===== src/rtl/wf_pkg.sv =====
package wf_pkg;
  typedef enum logic [1:0] {
    ST_IDLE = 2'd0,
    ST_INIT = 2'd1,
    ST_STEP = 2'd2
  } wf_state_e;
endpackage


===== src/rtl/wf_table.sv =====
module wf_table #(
  parameter int K  = 3,
  parameter int N  = 4,
  parameter int DW = 16,
  parameter int KW = 2,
  parameter int CW = 3
) (
  input  logic          clk,
  input  logic          rst_n,
  input  logic          we,
  input  logic [KW-1:0] wk,
  input  logic [CW-1:0] wc,
  input  logic [DW-1:0] wd,
  output logic [DW-1:0] q [K][N]
);
  // entries addressed by block count 1..N; out-of-range beats are dropped
  for (genvar k = 0; k < K; k++) begin : g_kern
    for (genvar t = 0; t < N; t++) begin : g_cnt
      always_ff @(posedge clk or negedge rst_n) begin
        if (!rst_n) begin
          q[k][t] <= '0;
        end else if (we && (wk == KW'(k)) && (wc == CW'(t + 1))) begin
          q[k][t] <= wd;
        end
      end
    end
  end
endmodule


===== src/rtl/wf_minsel.sv =====
module wf_minsel #(
  parameter int K  = 3,
  parameter int DW = 16,
  parameter int KW = 2
) (
  input  logic [DW-1:0] val [K],
  output logic [KW-1:0] idx
);
  logic [DW-1:0] best;
  // strict less-than keeps the lowest index on ties
  always_comb begin
    idx  = '0;
    best = val[0];
    for (int i = 1; i < K; i++) begin
      if (val[i] < best) begin
        best = val[i];
        idx  = KW'(i);
      end
    end
  end
endmodule


===== src/rtl/wf_fit.sv =====
module wf_fit #(
  parameter int K   = 3,
  parameter int N   = 4,
  parameter int DW  = 16,
  parameter int KW  = 2,
  parameter int CW  = 3,
  parameter int SW  = 19,
  parameter int PSW = 18
) (
  input  logic [CW-1:0]  cnt [K],
  input  logic [DW-1:0]  perf_q [K][N],
  input  logic [DW-1:0]  cost_q [K][N],
  input  logic [KW-1:0]  sel,
  input  logic [DW-1:0]  r_total,
  output logic [DW-1:0]  cur_perf [K],
  output logic [SW-1:0]  sum_cost,
  output logic [PSW-1:0] perf_sum,
  output logic           grow_ok
);
  localparam int NIW = (N > 1) ? $clog2(N) : 1;

  logic [DW-1:0] cur_cost [K];
  logic [DW-1:0] nxt_cost [K];
  logic [SW-1:0] trial;

  for (genvar i = 0; i < K; i++) begin : g_rd
    logic [NIW-1:0] cidx;
    assign cidx        = (cnt[i] == '0) ? '0 : NIW'(cnt[i] - 1'b1);
    assign cur_perf[i] = perf_q[i][cidx];
    assign cur_cost[i] = cost_q[i][cidx];
    assign nxt_cost[i] = (cnt[i] < CW'(N)) ? cost_q[i][NIW'(cnt[i])] : '0;
  end

  always_comb begin
    sum_cost = '0;
    perf_sum = '0;
    for (int i = 0; i < K; i++) begin
      sum_cost = sum_cost + SW'(cur_cost[i]);
      perf_sum = perf_sum + PSW'(cur_perf[i]);
    end
  end

  // budget with the chosen kernel moved one step up its cost curve
  assign trial   = sum_cost - SW'(cur_cost[sel]) + SW'(nxt_cost[sel]);
  assign grow_ok = (cnt[sel] < CW'(N)) && (trial <= SW'(r_total));
endmodule


===== src/rtl/wf_partition_engine.sv =====
module wf_partition_engine #(
  parameter int K  = 3,
  parameter int N  = 4,
  parameter int DW = 16,
  localparam int KW = (K > 1) ? $clog2(K) : 1,
  localparam int CW = $clog2(N + 1)
) (
  input  logic             clk,
  input  logic             rst_n,
  input  logic             wr_valid,
  output logic             wr_ready,
  input  logic             wr_sel,
  input  logic [KW-1:0]    wr_kern,
  input  logic [CW-1:0]    wr_cnt,
  input  logic [DW-1:0]    wr_data,
  input  logic [DW-1:0]    r_total,
  input  logic [DW+KW-1:0] thresh,
  input  logic             start,
  output logic             busy,
  output logic             done,
  output logic             spatial,
  output logic [K*CW-1:0]  cta_counts
);
  import wf_pkg::*;

  localparam int SW  = DW + KW + 1;
  localparam int PSW = DW + KW;

  wf_state_e      state_q;
  logic [CW-1:0]  cnt_q [K];
  logic [DW-1:0]  perf_q [K][N];
  logic [DW-1:0]  cost_q [K][N];
  logic [DW-1:0]  cur_perf [K];
  logic [KW-1:0]  sel;
  logic [SW-1:0]  sum_cost;
  logic [PSW-1:0] perf_sum;
  logic           grow_ok;
  logic           beat;

  assign busy     = (state_q != ST_IDLE);
  assign wr_ready = !busy;
  assign beat     = wr_valid && wr_ready;

  wf_table #(.K(K), .N(N), .DW(DW), .KW(KW), .CW(CW)) u_perf_tbl (
    .clk(clk), .rst_n(rst_n), .we(beat && !wr_sel),
    .wk(wr_kern), .wc(wr_cnt), .wd(wr_data), .q(perf_q)
  );

  wf_table #(.K(K), .N(N), .DW(DW), .KW(KW), .CW(CW)) u_cost_tbl (
    .clk(clk), .rst_n(rst_n), .we(beat && wr_sel),
    .wk(wr_kern), .wc(wr_cnt), .wd(wr_data), .q(cost_q)
  );

  wf_fit #(.K(K), .N(N), .DW(DW), .KW(KW), .CW(CW), .SW(SW), .PSW(PSW)) u_fit (
    .cnt(cnt_q), .perf_q(perf_q), .cost_q(cost_q), .sel(sel),
    .r_total(r_total), .cur_perf(cur_perf), .sum_cost(sum_cost),
    .perf_sum(perf_sum), .grow_ok(grow_ok)
  );

  wf_minsel #(.K(K), .DW(DW), .KW(KW)) u_minsel (
    .val(cur_perf), .idx(sel)
  );

  always_ff @(posedge clk or negedge rst_n) begin
    if (!rst_n) begin
      state_q <= ST_IDLE;
      done    <= 1'b0;
      spatial <= 1'b0;
      for (int i = 0; i < K; i++) cnt_q[i] <= '0;
    end else begin
      done <= 1'b0;
      unique case (state_q)
        ST_IDLE: begin
          if (start) begin
            for (int i = 0; i < K; i++) cnt_q[i] <= CW'(1);
            spatial <= 1'b0;
            state_q <= ST_INIT;
          end
        end
        ST_INIT: begin
          if (sum_cost > SW'(r_total)) begin
            spatial <= 1'b1;
            done    <= 1'b1;
            state_q <= ST_IDLE;
          end else begin
            state_q <= ST_STEP;
          end
        end
        ST_STEP: begin
          if (grow_ok) begin
            cnt_q[sel] <= cnt_q[sel] + 1'b1;
          end else begin
            spatial <= (perf_sum < thresh);
            done    <= 1'b1;
            state_q <= ST_IDLE;
          end
        end
        default: state_q <= ST_IDLE;
      endcase
    end
  end

  for (genvar i = 0; i < K; i++) begin : g_out
    assign cta_counts[i*CW +: CW] = cnt_q[i];
  end
endmodule


===== config.mk =====
export PLATFORM = sky130hd
export DESIGN_NAME = wf_partition_engine
export DESIGN_NICKNAME = d
export VERILOG_FILES = /design/src/rtl/wf_pkg.sv /design/src/rtl/wf_table.sv /design/src/rtl/wf_minsel.sv /design/src/rtl/wf_fit.sv /design/src/rtl/wf_partition_engine.sv
export SDC_FILE = /design/constraint.sdc
export NUM_CORES = 1
export LEC_CHECK = 0
export BUFFER_PORTS_ARGS = -buffer_cell sky130_fd_sc_hd__buf_2
export CORE_MARGIN = 4
export CORE_UTILIZATION = 61
export CTS_BUF_LIST = sky130_fd_sc_hd__clkbuf_8 sky130_fd_sc_hd__clkbuf_16
export DETAILED_ROUTE_END_ITERATION = 12
export HOLD_SLACK_MARGIN = 0.08
export PLACE_DENSITY = 0.88
export REMOVE_ABC_BUFFERS = 1
export SLEW_MARGIN = 10
export SYNTH_ARGS = -nofsm -noshare
export SYNTH_HDL_FRONTEND = slang
export SYNTH_SLANG_ARGS = --single-unit
export TNS_END_PERCENT = 5

===== constraint.sdc =====
create_clock -name clk -period 30.3 [get_ports clk]
set_input_delay 1.515 -clock clk [delete_from_list [all_inputs] [get_ports clk]]
set_output_delay 1.515 -clock clk [all_outputs]
set_load 0.005 [all_outputs]

==> flow_metrics.tcl <==
set metrics [dict create \
    run_status "finished, final reports clean" \
    worstReg2RegEnd "cta_counts[3]$_DFFE_PN0P_" \
    number_of_flops_mapped_to_enable_cells_by_yosys 0 \
    vias_per_cell 6.780 \
    timing.critical_path.to "cta_counts[3]$_DFFE_PN0P_" \
    finalCritPeriodShare 0.4147 \
    mostFrequentLayoutCells "sky130_fd_sc_hd__dfrtp_1, sky130_fd_sc_hd__mux2_2, sky130_fd_sc_hd__ha_1, sky130_fd_sc_hd__inv_1, sky130_fd_sc_hd__mux4_2" \
    grt.overflow.total 0 \
    fin_util 0.6795 \
    rrSetupSlack_ns 17.73 \
    timing_hold_violations_final 0 \
    pwr-share-seq 0.219 \
    area_delta_synth_final_pct 9.199 \
    max_slew.worst_pin.slew_ns 1.094 \
    wire_length_of_the_first_global_routing_pass_mm 107.4 \
    cts_sinks 397 \
    relSlewSlack 0.2680 \
    postCtsSetupBuffers 0 \
    final_antenna_net_count 0 \
    synth_area_leader_cell "sky130_fd_sc_hd__dfrtp_1" \
    cts_hold_buffers 0 \
    synth.yosys.warnings 0 \
    seq_area_frac_synth 0.3875 \
    p_leak_uw 0.01372 \
    ff2ff_path_depth 44 \
    h-tree-depth 2 \
    final_layout_size_suffix_gt1_frac 0.3358 \
    p_per_area_nw_per_um2 111.2 \
    die_area_um2 45380 \
    critPathSlowestCell "sky130_fd_sc_hd__mux4_2" \
    timing.fmax_mhz 79.58 \
    post_cts_sizing_count 0 \
    max_clock_skew_ns 0.02321 \
    cp.required_ns 30.76 \
    async_reset_ff_frac 1.000 \
    origin_of_the_worst_setup_path "cta_counts[4]$_DFFE_PN0P_" \
    critical_path.endpoint_type "flop" \
    clk-insertion-delay-late_ns 0.58 \
    port_buffers 72 \
    kind_of_critical_path "reg2reg" \
    hold_path.startpoint "u_perf_tbl.q[33]$_DFFE_PN0P_" \
    ioPinCount 73 \
    gp_congestion 0.9772 \
    timing.final.max_slew_violations 0 \
    critical_path_peak_fanout 53 \
    pwr-share-clk 0.170 \
    final.setup.tns_ns 0 \
    routed-via-count 18370 \
    maximum_capacitance_violations 0 \
    dp_hpwl_mm 47.91 \
    cell_internal_pwr_uw 1747 \
    routed_wirelength_mm 68.28 \
    most_common_library_cell_in_the_layout_ignoring_fill_and_taps "sky130_fd_sc_hd__dfrtp_1" \
    netlist-cell-type-count 78 \
    min-delay-path-class "reg2reg" \
    nets 2393 \
    drt-initial-drc-count 2164 \
    cts-root-buf "sky130_fd_sc_hd__clkbuf_16" \
    clock_path_buffers 3 \
    start_util 0.6223 \
    timing.critical_path.from_type "flop" \
    grt_max_degree 88 \
    antenna_violations_before_repair 3 \
    die-width_um 213.0 \
    drc 0 \
    yosys.area.top_type_share 0.3875 \
    chipHeight_um 213.0 \
    vdd_drop_max_v 0.0001241 \
    final_power_uw 3113 \
    timing.critical_path.slowest_cell_delay_ns 0.61 \
    core-area_um2 41200 \
    first_global_vias 19070 \
    yosys_most_used_dff "sky130_fd_sc_hd__dfrtp_1" \
    cts_inserted_buffers 43 \
    worst_hold_slack_ns 0.4997 \
    cts_tree "built" \
    setup_violations 0 \
    cell_count_after_synthesis 2107 \
    synth_seq_cells 397 \
    syn_area_per_cell_um2 12.17 \
    worstPathArrival_ns 13.03 \
    average_wire_length_per_cell_after_detail_routing_um 25.20 \
    groute.usage.overall 0.3042 \
    rows 74 \
    yosys-top-cells-area "sky130_fd_sc_hd__dfrtp_1, sky130_fd_sc_hd__mux2_2, sky130_fd_sc_hd__mux4_2, sky130_fd_sc_hd__ha_1, sky130_fd_sc_hd__a21oi_1" \
    worst_r2r_start "cta_counts[4]$_DFFE_PN0P_" \
    worst_setup_hold_path_clk_slew_ns 0.06 \
    combPwrFrac 0.611 \
    grt_setup_unrepaired "false" \
    mappedNetlistArea_um2 25640 \
    min_tclk_post_route_ns 12.57 \
    power_switching_share 0.4387 \
    detail_route.first_pass.iterations 6 \
    p_switching_uw 1365 \
]
power groups by stage:
| stage | combinational [uW] | clock (uW) | sequential (uW) |
|---|---|---|---|
| 5_1_grt | 2120 | 556 | 689 |
| 6_report | 1900 | 530 | 681 |
| 3_5_place_dp | 1850 | 0 | 686 |
| 4_1_cts | 1870 | 534 | 678 |
| 2_1_floorplan | 1410 | 0 | 668 |
| 3_3_place_gp | 1770 | 0 | 676 |
registers in the layout, summed over array words and instances, names as in the netlist:
signal / flops
state_q: 2
u_perf_tbl.q: 192
cta_counts: 9
spatial: 1
done: 1
u_cost_tbl.q: 192
synthesized netlist by cell type (all sizes together) (11+ instances only):
library cell / number
a211oi: 20
a21o: 39
a21oi: 106
and3: 31
buf: 14
clkbuf: 103
dfrtp: 397
fa: 20
ha: 168
inv: 135
mux2: 386
mux2i: 35
mux4: 142
nand2: 57
nand2b: 29
nand3: 24
nand3b: 19
nor2: 87
nor2b: 12
nor3: 22
o211ai: 11
o21ai: 50
o21bai: 12
xnor2: 48
xor2: 23
worst max-delay path: cells and delay by family (launching register included):
family / cells / cell delay, ns
simple gates: 13 / 3.48
compound gates: 17 / 3.77
flops: 1 / 0.33
buf+inv: 6 / 1.87
fa+ha+maj: 5 / 1.95
mux: 2 / 0.89
xor+xnor: 1 / 0.09
logic make-up after synthesis:
kind of cell / Yosys count / share of synthesized area
AOI/OAI and AO/OA: 314 / 0.08115
xor gates and xnor gates: 71 / 0.02425
adders and majority gates: 188 / 0.09760
buffers and inverters: 252 / 0.03709
DFF: 397 / 0.3875
muxes: 563 / 0.3079
and+or+nand+nor: 322 / 0.06451
metrics by stage:
stage | area, um^2 | instances | setup WS [ns]
floorplan | 25200 | 1990 | 16.83
global placement | 26590 | 2632 | 18.47
detailed placement | 26590 | 2632 | 18.06
CTS | 27990 | 2706 | 17.92
global route | 28000 | 2709 | 17.17
finish | 28000 | 2709 | 17.73
layer usage:
metal  up-vias  wire, um  track usage
li1       7856         -            -
met3       212      6488      0.06582
met1      9323     26840       0.4114
met5         -         0            0
met2       976     31970       0.4813
met4         0      2983       0.1317
how the worst min path moves through the flow:
stage               slack (ns)                      endpoint  depth (start not counted)
floorplan                 0.47  u_perf_tbl.q[32]$_DFFE_PN0P_                          1
finish                    0.50  u_perf_tbl.q[33]$_DFFE_PN0P_                          1
global placement          0.48  u_perf_tbl.q[38]$_DFFE_PN0P_                          1
detailed placement        0.49  u_perf_tbl.q[55]$_DFFE_PN0P_                          1
CTS                       0.50  u_perf_tbl.q[55]$_DFFE_PN0P_                          1
global route              0.51  u_perf_tbl.q[43]$_DFFE_PN0P_                          1
cell type report:
type                       instances  area [um^2]
clock buffer                      47         1131
multi-input combinational       1458        14830
inverter                         135        506.7
clock inverter                    27        270.3
timing repair buffer             110        655.6
tap                              532        665.6
antenna                            3        7.507
sequential                       397         9935
fill                            2673        13200
Note: power is estimated with default switching activity, not from simulation.
